**config.mk**
```make
export PLATFORM = sky130hd
export DESIGN_NAME = vec_first_diff
export DESIGN_NICKNAME = d
export VERILOG_FILES = /design/src/rtl/vfd_pkg.sv /design/src/rtl/vfd_elem_scan.sv /design/src/rtl/vfd_first_pick.sv /design/src/rtl/vec_first_diff.sv
export SDC_FILE = /design/constraint.sdc
export NUM_CORES = 1
export LEC_CHECK = 0
export BUFFER_PORTS_ARGS = -buffer_cell sky130_fd_sc_hd__buf_2
export CORE_AREA = 3 3 152 154
export CTS_BUF_LIST = sky130_fd_sc_hd__clkbuf_4 sky130_fd_sc_hd__clkbuf_8 sky130_fd_sc_hd__clkbuf_16
export CTS_CLUSTER_SIZE = 8
export DETAILED_ROUTE_END_ITERATION = 10
export DIE_AREA = 0 0 155 157
export GPL_TIMING_DRIVEN = 0
export PLACE_DENSITY = 0.67
export SYNTH_ARGS = -nofsm -noshare
export SYNTH_HDL_FRONTEND = slang
export SYNTH_SLANG_ARGS = --single-unit
```
**constraint.sdc**
```tcl
create_clock -name clk -period 1.05 [get_ports clk]
set_input_delay 0.2625 -clock clk [delete_from_list [all_inputs] [get_ports clk]]
set_output_delay 0.2625 -clock clk [all_outputs]
set_load 0.01 [all_outputs]
```
**src/rtl/vfd_pkg.sv**
```systemverilog
package vfd_pkg;
   typedef enum logic [1:0] {
      CC_ZERO_FIRST = 2'd0,
      CC_A_BELOW    = 2'd1,
      CC_A_ABOVE    = 2'd2,
      CC_NONE       = 2'd3
   } vfd_cc_e;

   // supported element sizes: 1, 2 and 4 bytes (codes 0..2)
   localparam int unsigned NUM_SIZES = 3;
endpackage

```
**src/rtl/vfd_elem_scan.sv**
```systemverilog
// Per-element flags for one element size; element 0 is the most significant.
module vfd_elem_scan #(
   parameter int unsigned VEC_BYTES = 16,
   parameter int unsigned EB        = 1
) (
   input  logic [8*VEC_BYTES-1:0]  a_i,
   input  logic [8*VEC_BYTES-1:0]  b_i,
   output logic [VEC_BYTES/EB-1:0] diff_o,
   output logic [VEC_BYTES/EB-1:0] zero_o,
   output logic [VEC_BYTES/EB-1:0] lt_o
);
   localparam int unsigned N  = VEC_BYTES / EB;
   localparam int unsigned EW = 8 * EB;
   localparam int unsigned VW = 8 * VEC_BYTES;

   if (VEC_BYTES % EB != 0) begin : g_bad_size
      $error("vfd_elem_scan: VEC_BYTES must be a multiple of EB");
   end

   for (genvar i = 0; i < N; i++) begin : g_el
      logic [EW-1:0] ea;
      logic [EW-1:0] eb_v;
      assign ea        = a_i[VW-1-EW*i -: EW];
      assign eb_v      = b_i[VW-1-EW*i -: EW];
      assign diff_o[i] = |(ea ^ eb_v);
      assign zero_o[i] = ~|ea;
      assign lt_o[i]   = ea < eb_v;
   end
endmodule

```
**src/rtl/vfd_first_pick.sv**
```systemverilog
// Lowest-index set bit of a flag vector.
module vfd_first_pick #(
   parameter int unsigned N  = 16,
   parameter int unsigned IW = $clog2(N)
) (
   input  logic [N-1:0]  hit_i,
   output logic          found_o,
   output logic [IW-1:0] idx_o
);
   if (N < 2) begin : g_bad_n
      $error("vfd_first_pick: N must be at least 2");
   end

   always_comb begin
      found_o = 1'b0;
      idx_o   = '0;
      for (int i = N - 1; i >= 0; i--) begin
         if (hit_i[i]) begin
            found_o = 1'b1;
            idx_o   = IW'(i);
         end
      end
   end
endmodule

```
**src/rtl/vec_first_diff.sv**
```systemverilog
module vec_first_diff
   import vfd_pkg::*;
#(
   parameter int unsigned VEC_BYTES = 16,
   parameter int unsigned ES_W      = 4,
   parameter int unsigned MOD_W     = 4
) (
   input  logic                   clk,
   input  logic                   rst_n,
   input  logic                   in_valid,
   input  logic [8*VEC_BYTES-1:0] opa,
   input  logic [8*VEC_BYTES-1:0] opb,
   input  logic [ES_W-1:0]        elem_size,
   input  logic [MOD_W-1:0]       modifier,
   output logic [8*VEC_BYTES-1:0] result,
   output logic [1:0]             cond_code,
   output logic                   cc_valid,
   output logic                   spec_err
);
   localparam int unsigned VEC_W  = 8 * VEC_BYTES;
   localparam int unsigned HALF_W = VEC_W / 2;
   localparam int unsigned POS_W  = $clog2(VEC_BYTES + 1);

   if (VEC_BYTES < 8 || (VEC_BYTES & (VEC_BYTES - 1)) != 0) begin : g_bad_vec
      $error("vec_first_diff: VEC_BYTES must be a power of two, at least 8");
   end
   if (ES_W < 2 || MOD_W < 3) begin : g_bad_fields
      $error("vec_first_diff: field widths too small");
   end

   logic [POS_W-1:0]     pos_m [NUM_SIZES];
   logic [POS_W-1:0]     pos_z [NUM_SIZES];
   logic [NUM_SIZES-1:0] below_at;

   for (genvar s = 0; s < NUM_SIZES; s++) begin : g_size
      localparam int unsigned EB = 1 << s;
      localparam int unsigned N  = VEC_BYTES / EB;
      localparam int unsigned IW = $clog2(N);

      logic [N-1:0]  diff, zero, lt;
      logic          f_m, f_z;
      logic [IW-1:0] i_m, i_z;

      vfd_elem_scan #(.VEC_BYTES(VEC_BYTES), .EB(EB)) u_scan (
         .a_i(opa), .b_i(opb), .diff_o(diff), .zero_o(zero), .lt_o(lt)
      );
      vfd_first_pick #(.N(N), .IW(IW)) u_pick_m (
         .hit_i(diff), .found_o(f_m), .idx_o(i_m)
      );
      vfd_first_pick #(.N(N), .IW(IW)) u_pick_z (
         .hit_i(zero), .found_o(f_z), .idx_o(i_z)
      );

      assign pos_m[s]    = f_m ? POS_W'(i_m) * POS_W'(EB) : POS_W'(VEC_BYTES);
      assign pos_z[s]    = f_z ? POS_W'(i_z) * POS_W'(EB) : POS_W'(VEC_BYTES);
      assign below_at[s] = f_m & lt[i_m];
   end

   logic             size_bad, mod_bad, spec;
   logic [POS_W-1:0] sel_m, sel_z, first_zero, hit_pos;
   logic             sel_below;
   vfd_cc_e          cc_next;

   assign size_bad = elem_size > ES_W'(NUM_SIZES - 1);
   assign mod_bad  = |modifier[MOD_W-1:2];
   assign spec     = size_bad | mod_bad;

   always_comb begin
      case (elem_size[1:0])
         2'd0:    begin sel_m = pos_m[0]; sel_z = pos_z[0]; sel_below = below_at[0]; end
         2'd1:    begin sel_m = pos_m[1]; sel_z = pos_z[1]; sel_below = below_at[1]; end
         default: begin sel_m = pos_m[2]; sel_z = pos_z[2]; sel_below = below_at[2]; end
      endcase
      first_zero = modifier[1] ? sel_z : POS_W'(VEC_BYTES);
      hit_pos    = (first_zero < sel_m) ? first_zero : sel_m;
      if (first_zero == POS_W'(VEC_BYTES) && sel_m == POS_W'(VEC_BYTES))
         cc_next = CC_NONE;
      else if (first_zero < sel_m)
         cc_next = CC_ZERO_FIRST;
      else if (sel_below)
         cc_next = CC_A_BELOW;
      else
         cc_next = CC_A_ABOVE;
   end

   logic [POS_W-1:0] pos_q;
   vfd_cc_e          cc_q;
   logic             ccv_q, err_q;

   always_ff @(posedge clk or negedge rst_n) begin
      if (!rst_n) begin
         pos_q <= '0;
         cc_q  <= CC_ZERO_FIRST;
         ccv_q <= 1'b0;
         err_q <= 1'b0;
      end else begin
         ccv_q <= in_valid & ~spec & modifier[0];
         err_q <= in_valid & spec;
         if (in_valid && !spec) begin
            pos_q <= hit_pos;
            if (modifier[0]) cc_q <= cc_next;
         end
      end
   end

   assign result    = {HALF_W'(pos_q), {HALF_W{1'b0}}};
   assign cond_code = cc_q;
   assign cc_valid  = ccv_q;
   assign spec_err  = err_q;

   // an error never comes with a code and never changes the result
   p_err_no_code_r9: assert property (@(posedge clk) disable iff (!rst_n)
      spec_err |-> !cc_valid);
   p_err_keeps_result_r10: assert property (@(posedge clk) disable iff (!rst_n)
      spec_err |-> $stable(result));
   // idle cycles leave everything quiet
   p_idle_quiet_r11: assert property (@(posedge clk) disable iff (!rst_n)
      !in_valid |=> ($stable(result) && !cc_valid && !spec_err));
   // code 3 exactly pairs with the no-hit offset
   p_none_at_end_r7: assert property (@(posedge clk) disable iff (!rst_n)
      (cc_valid && cond_code == 2'd3) |-> (result[VEC_W-1:HALF_W] == HALF_W'(VEC_BYTES)));
   p_hit_in_range_r7: assert property (@(posedge clk) disable iff (!rst_n)
      (cc_valid && cond_code != 2'd3) |-> (result[VEC_W-1:HALF_W] < HALF_W'(VEC_BYTES)));
   // word-sized elements give word-aligned offsets
   p_word_aligned_r3: assert property (@(posedge clk) disable iff (!rst_n)
      (in_valid && !spec && elem_size == ES_W'(2)) |=> (result[HALF_W+1:HALF_W] == 2'b00));
   // with zero search off, the answer is the mismatch offset
   p_no_zero_search_r5: assert property (@(posedge clk) disable iff (!rst_n)
      (in_valid && !spec && !modifier[1]) |=> (pos_q == $past(sel_m)));
endmodule

```
Yosys cells after proc, flatten, opt, wreduce, memory -nomap -nowiden
Index checks and enable logic that the tools add are counted.
{ "word_totals": {"reg_bits": 9, "elab_cells": 270, "input_bits": 267} }
{ "classes": {"n_lt_le_gt_ge": 33, "n_eq_ne": 3, "mux": 132, "bitwise_logic": 36, "n_reduce_logical": 62} }
{ "op_table": {"columns": ["operator", "n"], "rows": [
  ["$reduce_or A16 Y1", 16],
  ["$reduce_or A32 Y1", 8],
  ["$reduce_or A8 Y1", 32],
  ["$lt A16 B16 Y1", 8],
  ["$lt A32 B32 Y1", 4],
  ["$lt A8 B8 Y1", 16],
  ["$mux W4", 32],
  ["$xor A16 B16 Y16", 8],
  ["$xor A32 B32 Y32", 4],
  ["$xor A8 B8 Y8", 16],
  ["$mux W1", 59],
  ["$mux W3", 16],
  ["$mux W5", 8],
  ["$mux W2", 11],
  ["$pmux W5 S2", 2],
  ["$eq A5 B5 Y1 const B", 2],
  ["$and A1 B1 Y1", 6],
  ["$lt A4 B5 Y1 const B", 1],
  ["$lt A5 B5 Y1", 1],
  ["$bmux W1 S4", 1],
  ["$gt A4 B2 Y1 const B", 1],
  ["$lt A3 B4 Y1 const B", 1],
  ["$bmux W1 S3", 1],
  ["$lt A2 B3 Y1 const B", 1],
  ["10 further kinds", 11]
]} }

Logic depth before layout (Yosys ltp)
Gate-level depths: netlist (run 1).
{ "logic_depth": {"word_depth": 25, "mapped_depth": 16, "ltp_nobuf": 15} }

By module
A second synthesis (run 1) with hierarchy kept.
{ "hier_totals": {"hier_cells": 1803, "area_unflattened_um2": 12889.9} }
{ "modules_own_cells": {"columns": ["module", "n_inst", "area_per_inst_um2", "cells_per_inst"], "rows": [
  ["vfd_elem_scan at g_size[2].u_scan", 1, 3498.4, 495],
  ["vfd_elem_scan at g_size[1].u_scan", 1, 3460.8, 493],
  ["vfd_elem_scan at g_size[0].u_scan", 1, 3413.3, 480],
  ["vec_first_diff", 1, 1929.4, 229],
  ["vfd_first_pick at g_size[0].u_pick_m ...", 2, 178.9, 33],
  ["vfd_first_pick at g_size[1].u_pick_m ...", 2, 80.1, 13],
  ["vfd_first_pick at g_size[2].u_pick_m ...", 2, 35.0, 7]
]} }

Worst setup path after synthesis (run 1)
Ideal clock, no wire load.
{ "synth_path": {"path_type": "input to register", "start": "input port opb[31]", "end": "register cc_q[1], in the netlist cond_code[1]", "slack_ns": -2.171, "path_stages": 15, "n_path_buf": 0, "arrival_ns": 3.102, "setup_ns": 0.119, "t_required_ns": 0.931, "path_cell_list": "inv_1 -> ha_1 -> nand4_1 -> or4_4 -> o2111ai_2 -> a31oi_2 -> nand2b_4 -> nor3_1 -> inv_1 -> ha_1 -> o21a_1 -> o211ai_1 -> o21ai_4 -> o22a_1 -> o21a_1"} }
{ "synth_via": {"elab_chain_cells": 22, "elab_cells_between_ends": 77, "classes_between": "order compare (4); eq/ne (1); mux (62); bitwise (6); reduce/logical (4)"} }
{ "synth_lines": {"columns": ["element", "line", "rtl"], "rows": [
  ["start: declaration", "vec_first_diff.sv:12", "input logic [8*VEC_BYTES-1:0] opb,"],
  ["$xor A8 B8 Y8", "vfd_elem_scan.sv:25", "assign diff_o[i] = |(ea ^ eb_v);"],
  ["$reduce_or A8 Y1", "vfd_elem_scan.sv:25", null],
  ["$mux W4 (13 in series)", "vfd_first_pick.sv:18", "if (hit_i[i]) begin"],
  ["$bmux W1 S4", "vec_first_diff.sv:56", "assign below_at[s] = f_m & lt[i_m];"],
  ["$mux W1 (implied by the code)", "vec_first_diff.sv:56", null],
  ["$and A1 B1 Y1", "vec_first_diff.sv:56", null],
  ["$pmux W1 S2", "vec_first_diff.sv:69", "case (elem_size[1:0])"],
  ["$mux W2", "vec_first_diff.sv:80", "else if (sel_below)"],
  ["$mux W2", "vec_first_diff.sv:78", "else if (first_zero < sel_m)"],
  ["$mux W2 (*)", "vec_first_diff.sv:76", "if (first_zero == POS_W'(VEC_BYTES) && sel_m == POS_W'(VEC_BYTES))"],
  ["end signal: assignment", "vec_first_diff.sv:101", "if (modifier[0]) cc_q <= cc_next;"],
  ["end: declaration", "vec_first_diff.sv:87", "vfd_cc_e cc_q;"]
]} }
Mark *: on every way between the ends. The rest lies on a longest branch, timed or not. The select of a mux whose other input is x is not followed.
A chain may end at the register's enable or synchronous reset.

Worst setup path after layout (run 1)
{ "layout_path": {"start": "input port opb[24]", "end": "register pos_q[2]"} }
{ "layout_via": {"elab_chain_cells": 19, "elab_cells_between_ends": 60, "classes_between": "order compare (1); mux (53); bitwise (3); reduce/logical (3)"} }
{ "layout_lines": {"columns": ["element", "line", "rtl"], "rows": [
  ["$xor A8 B8 Y8", "vfd_elem_scan.sv:25", null],
  ["$reduce_or A8 Y1", "vfd_elem_scan.sv:25", null],
  ["$mux W4 / $mux W1 (equally long branches) (13 in series)", "vfd_first_pick.sv:18", null],
  ["$mux W5", "vec_first_diff.sv:54", "assign pos_m[s] = f_m ? POS_W'(i_m) * POS_W'(EB) : POS_W'(VEC_BYTES);"],
  ["$pmux W5 S2 (*)", "vec_first_diff.sv:69", null],
  ["$lt A5 B5 Y1", "vec_first_diff.sv:75", "hit_pos = (first_zero < sel_m) ? first_zero : sel_m;"],
  ["$mux W5 (*)", "vec_first_diff.sv:75", null],
  ["end signal: assignment", "vec_first_diff.sv:100", "pos_q <= hit_pos;"],
  ["end: declaration", "vec_first_diff.sv:86", "logic [POS_W-1:0] pos_q;"]
]} }
Mark *: on every way between the ends. The rest lies on a longest branch, timed or not.

==> reports/results.tsv, run 1 <==
metric	value	unit
cts_tree	done	
ys_warn_count	0	
die_w	155	um
relSlewSlack	56.5	%
criticalPathCategory	in2reg	
final_cell_mix	buf_2 (252), buf_4 (152), inv_1 (144)	
peakVddDrop	353	uV
r2r_cells	2	
p_leak	5.53	nW
path_cells	buf_6, ha_4, nand4_1, or4_4, o2111ai_4, a31oi_4, nand2b_4, nor3_4, inv_2, ha_4, o21a_1, o211ai_1, o21ai_4, mux2i_1, o21ai_1	
synth_seq_cells	9	
ys_async_sr_fraction	100	%
worstPathArrival	3280	ps
start_util	30.4	%
min_period	3180	ps
r2r-start	cond_code[1]$_DFFE_PN0P_	
placed_area	9000	um2
num_rows	54	
netlist.top_cell.by_area	ha_1	
cp_common_cell	ha_4	
whs_endpoint	spec_err$_DFF_PN0_	
cpPeakStageDelay	600	ps
power_density	439	nW/um2
drtPass1Iterations	5	
finalSetupTns	-14760	ps
final_antenna_net_count	0	
drv_slew	0	
nets	1762	
design_area	9810	um2
ys_types	74	
areaGrowthSynthToFinish	47.9	%
overflow	0	
antenna_found_initial	0	
cap_viol_max_count	0	
critical_path_required	1150	ps
cts_num_sinks	9	
hp-start	in_valid	
finalWirelength	24.4	mm
die_h	157	um
holdWs	293	ps
cts-buffers-inserted	3	
grt_pass1_wl	35.9	mm
setup_ws	-2130	ps
critPathMaxFanout	7	
syn_area	6630	um2
endpoint_kind	flip-flop	
finClkSkew	0	ps
grt_pass1_vias	7370	
htreeDepth	1	
grt_usage	17.9	%
synth_ff_type	dfrtp_1	
vias_per_cell	4.71	
synth_edf_count	0	
dp_hpwl	21.6	mm
synth_top_area_share	27.2	%
clk_pin_slew_worst_paths	40	ps
r2r_end	cond_code[1]$_DFFE_PN0P_	
drive_gt1_share	38.4	%
first_iter_violations	259	
cpMaxStageDelayCell	or4_4	
finalSetupViolations	7	
antenna_cells	0	
vias	7685	
status	finished, violations left	
core	21800	um2
ys_seq_area_share	3.40	%
start_kind	input pin	
violations	negative setup slack	
final-hold-violation-count	0	
portBuffers	274	
die-area	24300	um2
fmax	314	MHz
syn_area_per_cell	7.22	um2
cts_max_path_buffers	2	
drc	0	
whs_path_depth	2	
reg2reg_slack	260	ps
total_power	0.00430	W
grt_max_degree	11	
worstSkewPairLatency	230	ps
boundaryPins	399	
rsz0062_at_grt	true	
finalCritPeriodShare	303	%
cts_root_buf	clkbuf_16	
globalplace.congestion	0.854	
worst_pin_slew	636	ps
yosys-top-cells-area	ha_1 (27%), buf_4 (14%), inv_1 (8.9%)	
routedWlPerCell	15.0	um
min_path_type	in2reg	
final_common_cell	buf_2	
syn_inst	919	
==> final cells by class <==
class	count	area [um2]
buffer	128	966
clock buffer	4	82.6
fill	2202	12000
inverter	157	607
multi-input combinational	747	5830
sequential	9	225
tap	280	350
timing repair buffer	305	1760
==> kinds of logic after synthesis <==
family | after synthesis | synth area share (%)
AO/OA/AOI/OAI | 189 | 19.8
adder cells (fa/ha/maj) | 144 | 27.2
buffers and inverters | 285 | 23.4
flip-flops | 9 | 3.40
multiplexers | 11 | 1.74
other | 1 | 0.0565
AND/OR/NAND/NOR | 280 | 24.4
==> cell usage after synthesis (all sizes together), types with 4 or more instances <==
library cell  number
inv              157
ha               144
buf              126
a21oi             58
nand2             56
nand4             42
nor4              42
nor2              41
nand3             33
o21ai             30
a21o              21
and3              12
nor3              11
a221oi            10
mux2i             10
o211ai            10
a31oi              9
dfrtp              9
and4               7
nor2b              7
o21a               7
a2111oi            5
and2               5
nand2b             5
o2111ai            5
o221ai             5
a211o              4
nand4b             4
or3                4
==> flip-flops by register name, indices dropped and copies added (netlist names) <==
name / count
cc_valid: 1
pos_q: 5
spec_err: 1
cond_code: 2
==> report_power, final <==
part / switching, W / total [W] / internal (W)
Sequential: 0.0000143 / 0.000389 / 0.000374
Combinational: 0.00164 / 0.00323 / 0.00159
Clock: 0.000155 / 0.000687 / 0.000532
Total: 0.00181 / 0.00430 / 0.00249
==> worst max path at each step <==
stage                 start                  endpoint  depth (start not counted)
floorplan           opb[30]  cond_code[1]$_DFFE_PN0P_                         15
global placement    opa[39]      pos_q[2]$_DFFE_PN0P_                         14
detailed placement  opa[39]      pos_q[2]$_DFFE_PN0P_                         14
CTS                 opa[27]      pos_q[2]$_DFFE_PN0P_                         15
global route        opa[15]      pos_q[1]$_DFFE_PN0P_                         14
finish              opb[24]      pos_q[2]$_DFFE_PN0P_                         15
==> through the flow <==
stage               worst slack, ps  std cells  utilization [%]
finish                        -2130       1630             45.0
global route                  -2260       1630             45.0
CTS                           -2170       1613             43.1
detailed placement            -2910       1595             41.2
global placement              -2870       1595             41.2
floorplan                     -2070       1041                -
==> metal layers <==
metal,GRT usage (%),up-vias,wire [um]
li1,-,3936,-
met2,35.4,299,12900
met3,2.69,25,1910
met4,2.40,0,319
met5,0,-,0
met1,20.7,3425,9300
==> critical path, delay by kind of cell <==
| family | cells | cell delay (ps) |
|---|---|---|
| AO/OA/AOI/OAI | 6 | 1000 |
| AND/OR/NAND/NOR | 4 | 1090 |
| adder cells (fa/ha/maj) | 2 | 510 |
| buffers and inverters | 2 | 160 |
| multiplexers | 1 | 260 |
==> what timing repair did <==
item / 4_1_cts / 5_1_grt
pin swaps: 28 / 32
setup endpoints to repair: 7 / 8
hold endpoints to repair: 9 / 0
hold buffers: 1 / 0
gates resized for setup: 40 / 46
setup buffers: 13 / 17
(Power assumes the default switching activity.)
==> inputs of run 2 (changes only) <==
--- a/config.mk
+++ b/config.mk
@@ -6,13 +6,15 @@
 export NUM_CORES = 1
 export LEC_CHECK = 0
 export BUFFER_PORTS_ARGS = -buffer_cell sky130_fd_sc_hd__buf_2
-export CORE_AREA = 3 3 152 154
+export CELL_PAD_IN_SITES_DETAIL_PLACEMENT = 0
+export CELL_PAD_IN_SITES_GLOBAL_PLACEMENT = 1
+export CORE_MARGIN = 3
+export CORE_UTILIZATION = 30
 export CTS_BUF_LIST = sky130_fd_sc_hd__clkbuf_4 sky130_fd_sc_hd__clkbuf_8 sky130_fd_sc_hd__clkbuf_16
 export CTS_CLUSTER_SIZE = 8
 export DETAILED_ROUTE_END_ITERATION = 10
-export DIE_AREA = 0 0 155 157
 export GPL_TIMING_DRIVEN = 0
-export PLACE_DENSITY = 0.67
+export PLACE_DENSITY = 0.91
 export SYNTH_ARGS = -nofsm -noshare
 export SYNTH_HDL_FRONTEND = slang
 export SYNTH_SLANG_ARGS = --single-unit
==> reports/results.tsv, run 2 (synthesis results as in run 1) <==
metric	value	unit
antenna_cells	0	
htreeDepth	1	
first_iter_violations	224	
p_sw_share	42.0	%
grt_pass1_wl	36.6	mm
die-area	23900	um2
seqPwrFrac	9.2	%
dp_hpwl	21.6	mm
nets	1761	
r2r_cells	2	
critPathMaxFanout	7	
relSlewSlack	47.0	%
finalSetupViolations	7	
overflow	0	
globalplace.congestion	0.925	
p_leak	5.51	nW
placed_area	8990	um2
power_density	440	nW/um2
grt_usage	18.4	%
holdWs	298	ps
endpoint_kind	flip-flop	
vias_per_cell	4.72	
status	finished, violations left	
worstPathArrival	3280	ps
drtPass1Iterations	5	
fmax	315	MHz
final_common_cell	buf_2	
final-hold-violation-count	0	
setup_ws	-2120	ps
drive_gt1_share	38.6	%
start_kind	input pin	
top_register	pos_q	
pre_cts_ws	-2920	ps
critical_path_required	1160	ps
intPower	0.00247	W
power_switching	0.00179	W
violations	negative setup slack	
cts_root_buf	clkbuf_16	
min_period	3170	ps
final_antenna_net_count	0	
finalWirelength	24.0	mm
boundaryPins	399	
finClkSkew	0	ps
worst_pin_slew	776	ps
finalSetupTns	-14570	ps
routedWlPerCell	14.8	um
drc	0	
areaGrowthSynthToFinish	46.2	%
design_area	9700	um2
cts-buffers-inserted	3	
p_clk_share	16.4	%
largest_reg_flops	5	
start_util	31.1	%
clk_pin_slew_worst_paths	40	ps
whs_path_depth	2	
finalCritPeriodShare	302	%
antenna_found_initial	0	
vias	7666	
grt_pass1_vias	7587	
postLayoutCoreUtil	45.4	%
cts_num_sinks	9	
final_cell_mix	buf_2 (255), buf_4 (154), inv_1 (138)	
cts_tree	done	
cap_viol_max_count	0	
num_rows	53	
cts_max_path_buffers	2	
portBuffers	274	
die_h	155	um
grt_max_degree	11	
drv_slew	0	
worstSkewPairLatency	240	ps
rsz0062_at_grt	true	
min_path_type	in2reg	
die_w	155	um
combPwrFrac	74.4	%
core	21400	um2
peakVddDrop	376	uV
criticalPathCategory	in2reg	
-- run 2: cell types whose count changed in the layout (fill, tap and decap cells not counted), sizes merged --
| cell | change |
|---|---|
| buf | -1 |
-- run 2: final timing paths --
kind,startpoint,endpoint,slack [ps]
max,opb[17],pos_q[3]$_DFFE_PN0P_,-2120
min,in_valid,spec_err$_DFF_PN0_,300
max reg2reg,cond_code[1]$_DFFE_PN0P_,cond_code[1]$_DFFE_PN0P_,260
min reg2reg,pos_q[1]$_DFFE_PN0P_,pos_q[1]$_DFFE_PN0P_,480
max in group asynchronous,rst_n,pos_q[2]$_DFFE_PN0P_,440
min in group asynchronous,rst_n,cc_valid$_DFF_PN0_,430
-- run 2: worst max-delay path, stage by stage --
cell       delay (ps)
buf_2              90
inv_1              50
ha_4              260
nand4_1           190
or4_4             510
o2111ai_4         250
a31oi_4           130
nand2b_4          170
nor3_4            170
inv_2              70
ha_4              260
o21a_1            100
o211ai_1          120
o21ai_4           290
mux2i_1           260
o21ai_1           100
-- run 2: power by group through the flow --
| stage | combinational, W | sequential (W) | clock (W) |
|---|---|---|---|
| after detailed placement | 0.00295 | 0.000391 | 0 |
| final | 0.00317 | 0.000392 | 0.000700 |
| after CTS | 0.00307 | 0.000387 | 0.000712 |
| after global routing | 0.00357 | 0.000396 | 0.000726 |
| after floorplan | 0.00189 | 0.000404 | 0 |
| after global placement | 0.00289 | 0.000390 | 0 |
-- run 2: repair_timing --
item / 4_1_cts / 5_1_grt
setup endpoints to repair: 7 / 8
buffers inserted: 17 / 12
resized for setup: 40 / 37
hold buffers: 1 / 0
pin swaps: 27 / 19
gates cloned: 0 / 0
endpoints found under the hold margin: 9 / 0
-- run 2: cell type report --
cell class | instances | area, um2
well taps | 275 | 344
clock buffers | 4 | 82.6
repair buffers | 304 | 1720
multi-input cells | 747 | 5760
fillers | 2193 | 11700
plain buffers | 128 | 965
inverters | 157 | 604
flip-flops and latches | 9 | 225
-- run 2: per-stage QoR --
step / power, W / std cells
finish: 0.00426 / 1624
detailed placement: 0.00334 / 1590
floorplan: 0.00229 / 1041
global placement: 0.00328 / 1590
CTS: 0.00416 / 1612
global route: 0.00470 / 1624
-- run 2: routing by layer --
metal	share of wire [%]	track usage, %	vias up	wire [um]
met5	0	0	-	0
met3	6.6	2.57	26	1570
met2	51	35.4	284	12300
met1	41	21.9	3423	9730
met4	1.5	3.11	0	357
li1	-	-	3933	-
==> inputs of run 3 (changes only) <==
--- a/config.mk
+++ b/config.mk
@@ -5,9 +5,11 @@
 export SDC_FILE = /design/constraint.sdc
 export NUM_CORES = 1
 export LEC_CHECK = 0
+export ABC_CLOCK_PERIOD_IN_PS = 1050
 export BUFFER_PORTS_ARGS = -buffer_cell sky130_fd_sc_hd__buf_2
 export CELL_PAD_IN_SITES_DETAIL_PLACEMENT = 0
 export CELL_PAD_IN_SITES_GLOBAL_PLACEMENT = 1
+export CORE_ASPECT_RATIO = 0.6
 export CORE_MARGIN = 3
 export CORE_UTILIZATION = 30
 export CTS_BUF_LIST = sky130_fd_sc_hd__clkbuf_4 sky130_fd_sc_hd__clkbuf_8 sky130_fd_sc_hd__clkbuf_16
==> reports/results.tsv, run 3 (synthesis results as in run 1) <==
metric	value	unit
status	finished, violations left	
violations	negative setup slack	
final_common_cell	buf_2	
holdWs	297	ps
finClkSkew	0	ps
start_util	31.1	%
finalSetupViolations	7	
num_rows	41	
cts_max_path_buffers	2	
cp_num_cells	15	
grt_usage	19.5	%
cpPeakStageDelay	620	ps
postLayoutCoreUtil	47.2	%
reg2reg_slack	240	ps
worstPathArrival	3390	ps
fmax	304	MHz
largest_reg_flops	5	
final-hold-violation-count	0	
cp_num_buf_inv	2	
cts_tree	done	
die_h	121	um
route.met3.wl	1.62	mm
cpMaxStageDelayCell	or4_4	
r2r_end	cond_code[1]$_DFFE_PN0P_	
hp-start	in_valid	
portBuffers	274	
dr_wl_met2	11.5	mm
die-area	24000	um2
criticalPathCategory	in2reg	
globalplace.congestion	0.916	
die_w	198	um
min_path_type	in2reg	
critPathMaxFanout	7	
final_cell_mix	buf_2 (238), buf_4 (157), inv_1 (135)	
path_delay_family	simple AND/OR/NAND/NOR gates	
antenna_cells	0	
top_register	pos_q	
final_antenna_net_count	0	
drtPass1Iterations	5	
cap_viol_max_count	0	
r2r-start	cond_code[1]$_DFFE_PN0P_	
overflow	0	
routedWlPerCell	15.8	um
finalCritPeriodShare	313	%
grt_max_degree	11	
fillCellCount	2155	
r2r_cells	2	
htreeDepth	1	
min_period	3280	ps
vias_per_cell	4.70	
critical_path_required	1160	ps
worstSkewPairLatency	240	ps
clk_pin_slew_worst_paths	40	ps
cp_common_cell	ha_4	
whs_path_depth	2	
total_power	0.00443	W
vias	7659	
worst_pin_slew	623	ps
rsz0062_at_grt	true	
nets	1764	
cts-buffers-inserted	3	
path_cells	buf_4, ha_4, nand4_1, or4_4, o2111ai_4, a31oi_4, nand2b_4, nor3_4, inv_2, ha_4, o21a_1, o211ai_1, o21ai_4, mux2i_2, o21ai_1	
boundaryPins	399	
p_leak	5.59	nW
start_kind	input pin	
whs_endpoint	spec_err$_DFF_PN0_	
cts_root_buf	clkbuf_16	
endpoint_kind	flip-flop	
cts_num_sinks	9	
drv_slew	0	
drive_gt1_share	40.3	%
top_layer	met5	
grt_pass1_vias	7128	
dp_hpwl	22.9	mm
relSlewSlack	57.4	%
setup_ws	-2230	ps
wl_met1	12.6	mm
power_density	440	nW/um2
finalWirelength	25.8	mm
areaGrowthSynthToFinish	51.7	%
first_iter_violations	395	
drc	0	
core	21300	um2
antenna_found_initial	1	
grt_pass1_wl	37.4	mm
peakVddDrop	436	uV
[run 3: cell types whose count changed in the layout (fill, tap and decap cells not counted), sizes merged]
cell / change
buf: +3
[run 3: metal layers]
| layer | up-vias | track usage, % |
|---|---|---|
| li1 | 3949 | - |
| met1 | 3452 | 29.4 |
| met2 | 243 | 30.7 |
| met3 | 13 | 2.28 |
| met4 | 2 | 1.81 |
| met5 | - | 0 |
[run 3: metrics by stage]
stage	std cells	worst slack (ps)	instance area, um2	TNS [ps]
after floorplan	1041	-2070	7270	-14270
after CTS	1613	-2190	9470	-15070
after global placement	1594	-2970	8990	-20600
after global routing	1631	-2330	10100	-16110
final	1631	-2230	10100	-15300
after detailed placement	1594	-2990	8990	-20910
[run 3: worst max-delay path by stage]
stage | from | endpoint
global placement | opb[15] | pos_q[1]$_DFFE_PN0P_
global route | opa[56] | pos_q[1]$_DFFE_PN0P_
detailed placement | opb[15] | pos_q[1]$_DFFE_PN0P_
finish | opb[24] | pos_q[1]$_DFFE_PN0P_
floorplan | opb[30] | cond_code[1]$_DFFE_PN0P_
CTS | opa[23] | pos_q[3]$_DFFE_PN0P_
[run 3: cell type report]
| cell class | count | area (um2) | share of cell area (%) |
|---|---|---|---|
| tap | 279 | 349 | 3.47 |
| inverter | 157 | 607 | 6.03 |
| sequential | 9 | 225 | 2.24 |
| timing repair buffer | 307 | 1860 | 18.5 |
| clock buffer | 4 | 82.6 | 0.820 |
| buffer | 128 | 966 | 9.60 |
| multi-input combinational | 747 | 5980 | 59.4 |
[run 3: repair_timing]
item,CTS,global route
buffers inserted,14,18
hold endpoints to repair,9,0
endpoints found under the setup margin,8,9
hold buffers,1,0
resized for setup,52,85
pin swaps,31,41
[run 3: power breakdown]
part | leakage, nW | internal (W) | switching, W
sequential | 0.120 | 0.000374 | 0.0000149
clock | 0.0416 | 0.000534 | 0.000174
combinational | 5.43 | 0.00163 | 0.00171
total | 5.59 | 0.00253 | 0.00190
